## src/rtl/strm_put_pkg.sv

```systemverilog
package strm_put_pkg;

    typedef enum logic [0:0] {
        ST_IDLE  = 1'b0,
        ST_STALL = 1'b1
    } put_state_e;

endpackage

```

## src/rtl/strm_chan_reg.sv

```systemverilog
module strm_chan_reg #(
    parameter int DATA_W = 32
) (
    input  logic              clk,
    input  logic              rst_n,
    input  logic              load,
    input  logic [DATA_W-1:0] load_data,
    input  logic              load_last,
    input  logic              tready,
    output logic              tvalid,
    output logic [DATA_W-1:0] tdata,
    output logic              tlast,
    output logic              busy
);

    assign busy = tvalid & ~tready;

    always_ff @(posedge clk) begin
        if (!rst_n) begin
            tvalid <= 1'b0;
        end else if (load) begin
            tvalid <= 1'b1;
        end else if (tready) begin
            tvalid <= 1'b0;
        end
    end

    always_ff @(posedge clk) begin
        if (load) begin
            tdata <= load_data;
            tlast <= load_last;
        end
    end

    // A held beat must not change until the consumer takes it.
    assert_beat_hold_R8: assert property (@(posedge clk) disable iff (!rst_n)
        busy |=> (tvalid && $stable(tdata) && $stable(tlast)));

    // The controller must never overwrite an occupied register.
    assert_no_clobber_R5: assert property (@(posedge clk) disable iff (!rst_n)
        load |-> !busy);

endmodule

```

## src/rtl/strm_put_ctrl.sv

```systemverilog
module strm_put_ctrl
    import strm_put_pkg::*;
#(
    parameter int NUM_CH = 16,
    parameter int CH_W   = 4
) (
    input  logic              clk,
    input  logic              rst_n,
    input  logic              req_valid,
    input  logic [CH_W-1:0]   req_chan,
    input  logic              req_nonblock,
    input  logic [NUM_CH-1:0] busy_vec,
    output logic [NUM_CH-1:0] load_vec,
    output logic              stall,
    output logic              carry
);

    put_state_e state_q, state_d;
    logic       sel_busy;
    logic       accept;

    always_comb begin
        sel_busy = 1'b0;
        for (int i = 0; i < NUM_CH; i++) begin
            if (req_chan == CH_W'(i)) sel_busy = busy_vec[i];
        end
    end

    // State register
    always_ff @(posedge clk) begin
        if (!rst_n) state_q <= ST_IDLE;
        else        state_q <= state_d;
    end

    // Next state and outputs
    always_comb begin
        state_d = state_q;
        stall   = 1'b0;
        accept  = 1'b0;
        unique case (state_q)
            ST_IDLE: begin
                if (req_valid && !req_nonblock && sel_busy) begin
                    stall   = 1'b1;
                    state_d = ST_STALL;
                end else if (req_valid && !sel_busy) begin
                    accept = 1'b1;
                end
            end
            ST_STALL: begin
                if (!req_valid) begin
                    state_d = ST_IDLE;
                end else if (sel_busy) begin
                    stall = 1'b1;
                end else begin
                    accept  = 1'b1;
                    state_d = ST_IDLE;
                end
            end
            default: state_d = ST_IDLE;
        endcase
    end

    always_comb begin
        load_vec = '0;
        for (int i = 0; i < NUM_CH; i++) begin
            if (accept && req_chan == CH_W'(i)) load_vec[i] = 1'b1;
        end
    end

    always_ff @(posedge clk) begin
        if (!rst_n) begin
            carry <= 1'b0;
        end else if (req_valid && req_nonblock) begin
            carry <= sel_busy;
        end
    end

    assert_nb_no_stall_R4: assert property (@(posedge clk) disable iff (!rst_n)
        (req_valid && req_nonblock) |-> !stall);

    assert_nb_drop_sets_carry_R5: assert property (@(posedge clk) disable iff (!rst_n)
        (req_valid && req_nonblock && sel_busy) |=> carry);

    assert_blocking_keeps_carry_R6: assert property (@(posedge clk) disable iff (!rst_n)
        (req_valid && !req_nonblock) |=> $stable(carry));

    assert_stalled_request_held_R3: assert property (@(posedge clk) disable iff (!rst_n)
        stall |=> (req_valid && $stable(req_chan) && !req_nonblock));

    assert_single_target_R10: assert property (@(posedge clk) disable iff (!rst_n)
        $onehot0(load_vec));

endmodule

```

## src/rtl/strm_put_port.sv

```systemverilog
module strm_put_port #(
    parameter int NUM_CH = 16,
    parameter int DATA_W = 32,
    parameter int CH_W   = (NUM_CH > 1) ? $clog2(NUM_CH) : 1
) (
    input  logic                     clk,
    input  logic                     rst_n,
    input  logic                     req_valid,
    input  logic [CH_W-1:0]          req_chan,
    input  logic [DATA_W-1:0]        req_data,
    input  logic                     req_nonblock,
    input  logic                     req_eop,
    output logic                     stall,
    output logic                     carry,
    output logic [NUM_CH-1:0]        m_tvalid,
    output logic [NUM_CH*DATA_W-1:0] m_tdata,
    output logic [NUM_CH-1:0]        m_tlast,
    input  logic [NUM_CH-1:0]        m_tready
);

    logic [NUM_CH-1:0] busy_vec;
    logic [NUM_CH-1:0] load_vec;

    strm_put_ctrl #(
        .NUM_CH (NUM_CH),
        .CH_W   (CH_W)
    ) u_ctrl (
        .clk          (clk),
        .rst_n        (rst_n),
        .req_valid    (req_valid),
        .req_chan     (req_chan),
        .req_nonblock (req_nonblock),
        .busy_vec     (busy_vec),
        .load_vec     (load_vec),
        .stall        (stall),
        .carry        (carry)
    );

    for (genvar g = 0; g < NUM_CH; g++) begin : g_chan
        strm_chan_reg #(
            .DATA_W (DATA_W)
        ) u_reg (
            .clk       (clk),
            .rst_n     (rst_n),
            .load      (load_vec[g]),
            .load_data (req_data),
            .load_last (req_eop),
            .tready    (m_tready[g]),
            .tvalid    (m_tvalid[g]),
            .tdata     (m_tdata[g*DATA_W +: DATA_W]),
            .tlast     (m_tlast[g]),
            .busy      (busy_vec[g])
        );
    end

    // A channel that hands over its beat without a reload goes empty.
    assert_free_on_handshake_R9: assert property (@(posedge clk) disable iff (!rst_n)
        (m_tvalid[0] && m_tready[0] && !load_vec[0]) |=> !m_tvalid[0]);

endmodule

```

## config.mk

```make
export PLATFORM = sky130hd
export DESIGN_NAME = strm_put_port
export DESIGN_NICKNAME = d
export VERILOG_FILES = /design/src/rtl/strm_put_pkg.sv /design/src/rtl/strm_chan_reg.sv /design/src/rtl/strm_put_ctrl.sv /design/src/rtl/strm_put_port.sv
export SDC_FILE = /design/constraint.sdc
export NUM_CORES = 1
export LEC_CHECK = 0
export ABC_CLOCK_PERIOD_IN_PS = 5500
export BUFFER_PORTS_ARGS = -buffer_cell sky130_fd_sc_hd__buf_2
export CORE_AREA = 2 2 234 236
export CTS_CLUSTER_SIZE = 25
export DETAILED_ROUTE_END_ITERATION = 12
export DIE_AREA = 0 0 236 238
export GPL_ROUTABILITY_DRIVEN = 0
export PLACE_DENSITY = 0.66
export SLEW_MARGIN = 20
export SYNTH_ARGS = -nofsm -noshare
export SYNTH_HDL_FRONTEND = slang
export SYNTH_SLANG_ARGS = --single-unit
export TNS_END_PERCENT = 50
```

## constraint.sdc

```tcl
create_clock -name clk -period 5.5 [get_ports clk]
set_input_delay 0.55 -clock clk [delete_from_list [all_inputs] [get_ports clk]]
set_output_delay 0.55 -clock clk [all_outputs]
set_load 0.05 [all_outputs]
```

# Word-level counts from Yosys, hierarchy flattened
# Cells that the tools add are included.
[totals] regBits=546 inputBits=57 out_inout_bits=546 wordCells=210
[op_classes] n_eq_ne=15 mux=73 bitwise=33 n_reduce_logical=39
[op_table] operator="two-way mux 1 bit" n=71
[op_table] operator="equality test 4 bit (second input constant)" n=8
[op_table] operator="nonzero test 2 bit" n=16
[op_table] operator="logical AND 1 bit" n=20
[op_table] operator="inverter 1 bit" n=17
[op_table] operator="AND 1 bit" n=16
[op_table] operator="equality test 4 x 3 -> 1 bit (second input constant)" n=4
[op_table] operator="equality test 4 x 2 -> 1 bit (second input constant)" n=2
[op_table] operator="equality test 4 x 1 -> 1 bit (second input constant)" n=1
[op_table] operator="logical NOT 4 bit" n=1
[op_table] operator="one-hot mux 1 bit (2 select lines)" n=2
[op_table] operator="logical NOT 1 bit" n=2

# Longest topological paths before layout
[logic_depth] ltp_word=26 ltp_mapped=8 depth_no_buf=6

# Modules after synthesis
# Synthesis repeated with hierarchy kept, for this count alone.
[hier_totals] cells_unflattened=670 hier_area_um2=17146.4
[by_module_without_submodules] mod="strm_chan_reg" instances=16 cells_each=36 area_each_um2=1032.2 seq_area_each_um2=1011.0
[by_module_without_submodules] mod="strm_put_ctrl" instances=1 cells_each=94 area_each_um2=630.6 seq_area_each_um2=40.0

# Worst setup path after synthesis
# Ideal clock, no wire load.
[synth_path] kind="input -> register" from="input m_tready[10]" to="register g_chan[0].u_reg.tdata[0], enable pin" setup_ns=0.464 arrival_time_ns=4.184 t_required_ns=5.036 path_slack_ns=0.851 cell_stages=7 path_buffers=1 path_cell_list="nor2b_1 > a2111o_1 > and3_1 > or3_4 > o211a_2 > buf_2 > nor3_1"
[synth_via] elab_chain_len=15 elab_cells_between_ends=18 classes_between="mux (12); bitwise (2); reduce/logical (4)"
[synth_rtl] item="start: declaration" line="strm_put_port.sv:18" source="input logic [NUM_CH-1:0] m_tready"
[synth_rtl] item="inverter 1 bit (*)" line="strm_chan_reg.sv:16" source="assign busy = tvalid & ~tready;"
[synth_rtl] item="AND 1 bit (*)" line="strm_chan_reg.sv:16"
[synth_rtl] item="two-way mux 1 bit (*) (6 in series)" line="strm_put_ctrl.sv:25" source="if (req_chan == CH_W'(i)) sel_busy = busy_vec[i];"
[synth_rtl] item="logical NOT 1 bit" line="strm_put_ctrl.sv:45" source="end else if (req_valid && !sel_busy) begin"
[synth_rtl] item="logical AND 1 bit" line="strm_put_ctrl.sv:45"
[synth_rtl] item="two-way mux 1 bit" line="strm_put_ctrl.sv:45"
[synth_rtl] item="two-way mux 1 bit" line="strm_put_ctrl.sv:42" source="if (req_valid && !req_nonblock && sel_busy) begin"
[synth_rtl] item="one-hot mux 1 bit (2 select lines) (*)" line="strm_put_ctrl.sv:40" source="unique case (state_q)"
[synth_rtl] item="logical AND 1 bit (*)" line="strm_put_ctrl.sv:66" source="if (accept && req_chan == CH_W'(i)) load_vec[i] = 1'b1;"
[synth_rtl] item="two-way mux 1 bit (*)" line="strm_put_ctrl.sv:66"
[synth_rtl] item="via g_chan[0].u_reg.load" line="strm_chan_reg.sv:6" source="input logic load,"
[synth_rtl] item="end signal: assignment" line="strm_chan_reg.sv:30" source="tdata <= load_data;"
[synth_rtl] item="end: declaration" line="strm_chan_reg.sv:11" source="output logic [DATA_W-1:0] tdata,"
# Mark *: on every way through the listed nets, which the timed path passes. The rest lies on a longest branch.
# A chain may end at the register's enable or synchronous reset.

# Worst setup path after layout
[layout_path] from="register g_chan[10].u_reg.tvalid" to="register g_chan[9].u_reg.tdata[20], enable pin"
[layout_via] elab_chain_len=14 elab_cells_between_ends=17 classes_between="mux (12); bitwise (1); reduce/logical (4)"
[layout_rtl] item="start: declaration" line="strm_chan_reg.sv:10" source="output logic tvalid,"
[layout_rtl] item="start signal: assignment" line="strm_chan_reg.sv:20" source="tvalid <= 1'b0;"
[layout_rtl] item="start signal: assignment" line="strm_chan_reg.sv:22" source="tvalid <= 1'b1;"
[layout_rtl] item="start signal: assignment" line="strm_chan_reg.sv:24" source="tvalid <= 1'b0;"
[layout_rtl] item="AND 1 bit (*)" line="strm_chan_reg.sv:16"
[layout_rtl] item="two-way mux 1 bit (*) (6 in series)" line="strm_put_ctrl.sv:25"
[layout_rtl] item="logical NOT 1 bit" line="strm_put_ctrl.sv:45"
[layout_rtl] item="logical AND 1 bit" line="strm_put_ctrl.sv:45"
[layout_rtl] item="two-way mux 1 bit" line="strm_put_ctrl.sv:45"
[layout_rtl] item="two-way mux 1 bit" line="strm_put_ctrl.sv:42"
[layout_rtl] item="one-hot mux 1 bit (2 select lines) (*)" line="strm_put_ctrl.sv:40"
[layout_rtl] item="logical AND 1 bit (*)" line="strm_put_ctrl.sv:66"
[layout_rtl] item="two-way mux 1 bit (*)" line="strm_put_ctrl.sv:66"
[layout_rtl] item="via g_chan[9].u_reg.load" line="strm_chan_reg.sv:6"
[layout_rtl] item="end signal: assignment" line="strm_chan_reg.sv:30"
[layout_rtl] item="end: declaration" line="strm_chan_reg.sv:11"
# Marked as above.

==> flow_summary.yaml <==
global_routing:
  grt_pass1_vias: 9376
  gr-usage-met1: 0.2035
  grt_max_degree: 34
  grt_util_met3: 0.04639
  grt_first_pass_wirelength_mm: 67.88
  antenna_found_initial: 2
  grt.busiest_layer: "met2"
  grt_util_met2: 0.2964
  track_usage: 0.1694
  grt_overflow: 0
routing:
  first_pass_iters: 5
  drtIter0Drc: 950
  viasPerCell: 4.563
  drc_errors: 0
  ant_nets: 0
  wl_per_cell_um: 23.91
  postRouteWirelength_mm: 49.85
  routed-via-count: 9513
min_path:
  hold_start: "m_tready[1]"
  min_path_type: "in -> reg"
job:
  max_cap_viol_count: 0
final_layout:
  areaGrowthSynthToFinish_pct: 32.65
  seq_area_um2: 16220
  layout.nets: 1406
  multiInputGateArea_um2: 793.3
  drive_gt1_frac: 0.5241
  n_antenna_cell: 0
  nFillCells: 4666
setup_path:
  critPathMaxFanout: 18
  worst_r2r_startpoint: "g_chan[10].u_reg.tvalid"
  reg2reg_depth: 7
  cp.required_ns: 5.77
  cp-startpoint: "g_chan[10].u_reg.tvalid"
  critPathCapture: "g_chan[9].u_reg.tdata[20]"
  endpoint_kind: "flip-flop"
  start_kind: "flip-flop"
  r2r_end: "g_chan[9].u_reg.tdata[20]"
  reg2reg_slack_ns: 2.05
  cp.arrival_ns: 3.72
  critical_path_class: "reg -> reg"
sta:
  max-slew-margin-rel: 0.4985
  slew_violations: 0
  hold_viol: 0
  rsz0062_at_grt: "no"
  fmax_ghz: 0.2898
  finalCritPeriodShare: 0.6275
  finalCriticalPeriod_ns: 3.451
  hold_slack_ns: 0.1890
  worst_slew_pin_slew_ns: 0.7504
  setup_tns_ns: 0
  setup_viol_count_final: 0
  skew_ns: 0.01678
floorplan:
  pin_count: 603
  start_util: 0.3222
  core_area_um2: 53500
  die_y_um: 238
  fp-row-count: 85
  die_area_um2: 56170
  fp.dieW_um: 236
logic_synthesis:
  synthFlopType: "edfxtp_1"
  synth_cell_type_count: 43
  synth-seq-cells: 546
  async_flop_share: 0
  synth_cells: 709
  yosysWarnings: 0
  seq_area_frac_synth: 0.9408
  synth_area_um2: 17240
  syn_nets: 766
  avgSynthCellArea_um2: 24.31
  synth_edf_count: 528
power:
  p_sw_frac: 0.2126
  p_leak_nw: 8.501
  internal_power_mw: 6.781
  peakVddDrop_mv: 0.2855
  p_seq_frac: 0.538
  power_switching_mw: 1.831
  power.density_nw_per_um2: 376.7
  finalPower_mw: 8.613
  combPwrFrac: 0.045
  clock_power_share: 0.417
cts:
  ctsHoldBuffers: 0
  clk_latency_ns: 0.59
  cts_tree: "done"
  cts_made_buffers: 53
  cts_resized: 0
  cts_setup_buffers: 0
  cts.htree.levels: 2
  cts_sinks: 546
  cts_buffer_depth: 3
  cts.clk_slew.worst_paths_ns: 0.06
  clockRootBuffer: "clkbuf_16"
placed_design:
  dp_hpwl_mm: 34.71
  io_buffers: 602
outcome:
  outcome: "complete, no violations"
-- how the worst min path moves through the flow --
| stage | endpoint | slack [ns] | cells past startpoint |
|---|---|---|---|
| after floorplan | g_chan[5].u_reg.tvalid | 0.46 | 2 |
| after global placement | g_chan[0].u_reg.tvalid | 0.50 | 2 |
| after detailed placement | g_chan[1].u_reg.tvalid | 0.50 | 2 |
| after CTS | g_chan[1].u_reg.tvalid | 0.15 | 2 |
| after global routing | g_chan[1].u_reg.tvalid | 0.17 | 2 |
| final | g_chan[1].u_reg.tvalid | 0.19 | 2 |
-- through the flow --
| stage | utilization | std cells | instance area (µm²) | setup WS (ns) |
|---|---|---|---|---|
| 6_report | 0.4274 | 2085 | 22860 | 2.049 |
| 5_1_grt | 0.4274 | 2085 | 22860 | 1.921 |
| 4_1_cts | 0.4274 | 2085 | 22860 | 2.005 |
| 3_5_place_dp | 0.3949 | 1990 | 21130 | 1.443 |
| 3_3_place_gp | 0.3949 | 1990 | 21130 | 1.545 |
| 2_1_floorplan | - | 709 | 17240 | 0.8511 |
-- cell usage after synthesis (all sizes together) (2+ instances only) --
cell,count,area share
nor2,11,0.0024
nand3b,5,0.0022
buf,37,0.016
o2111ai,2,0.0010
nand2b,6,0.0022
clkbuf,5,0.0011
o21ai,10,0.0029
and3,2,0.00073
edfxtp,528,0.92
or2,2,0.00073
a21oi,4,0.0012
a211oi,2,0.00087
dfxtp,18,0.021
o31ai,4,0.0029
nor3,11,0.0032
inv,8,0.0017
nor2b,8,0.0029
nor3b,2,0.00087
o32ai,4,0.0025
nand3,5,0.0015
nand4,4,0.0015
o311ai,3,0.0015
nand2,14,0.0030
nor4,2,0.00073
-- area by class of cell --
type                    count  share of cell area
clock inverters            31             0.01439
repair buffers            627              0.1405
inverters                   9            0.001478
well taps                 696             0.03809
flip-flops and latches    546              0.7092
multi-input cells         112             0.03469
clock buffers              64             0.06162
-- per-layer routing --
layer / routed length [µm] / part of all wire
met1: 18780 / 0.38
met2: 25580 / 0.51
met3: 4239 / 0.085
met4: 1249 / 0.025
met5: 0 / 0
-- cell usage in the layout (no fill, tap or decap), types with 6 or more instances in the layout --
| master | n |
|---|---|
| edfxtp_1 | 528 |
| clkbuf_1 | 8 |
| clkinv_2 | 8 |
| dfxtp_1 | 18 |
| nand2_1 | 14 |
| inv_1 | 7 |
| o21ai_1 | 6 |
| nor3_2 | 11 |
| nand2b_1 | 6 |
| buf_2 | 602 |
| nor2b_1 | 8 |
| clkinv_1 | 12 |
| clkbuf_16 | 54 |
| nor2_1 | 7 |
| buf_4 | 24 |
| bufinv_16 | 6 |
-- registers in the layout, summed over array words and instances (netlist names) --
name and flops:
g_chan.u_reg.tdata 512, g_chan.u_reg.tlast 16, g_chan.u_reg.tvalid 16, u_ctrl.carry 1, u_ctrl.state_q 1
-- worst max-delay path: stages (launching register included) --
cell and delay [ns]:
dfxtp_1 0.32, nor2b_1 0.14, a2111o_1 0.41, and3_1 0.21
or3_4 0.40, a211o_1 0.52, nor2_4 0.67, buf_4 0.40
-- power by group through the flow --
stage	clock network (mW)	logic (mW)	registers (mW)
2_1_floorplan	0	0.0658	4.88
3_3_place_gp	0	0.386	4.72
3_5_place_dp	0	0.391	4.72
4_1_cts	3.67	0.391	4.63
5_1_grt	3.83	0.405	4.63
6_report	3.60	0.387	4.63
-- cell families after synthesis --
kind of cell | count (synthesis) | synth area share
buffers and inverters | 51 | 0.01880
flip-flops | 546 | 0.9408
AO/OA/AOI/OAI | 37 | 0.01692
AND/OR/NAND/NOR | 75 | 0.02352
Note: power is estimated with default switching activity, not from simulation.
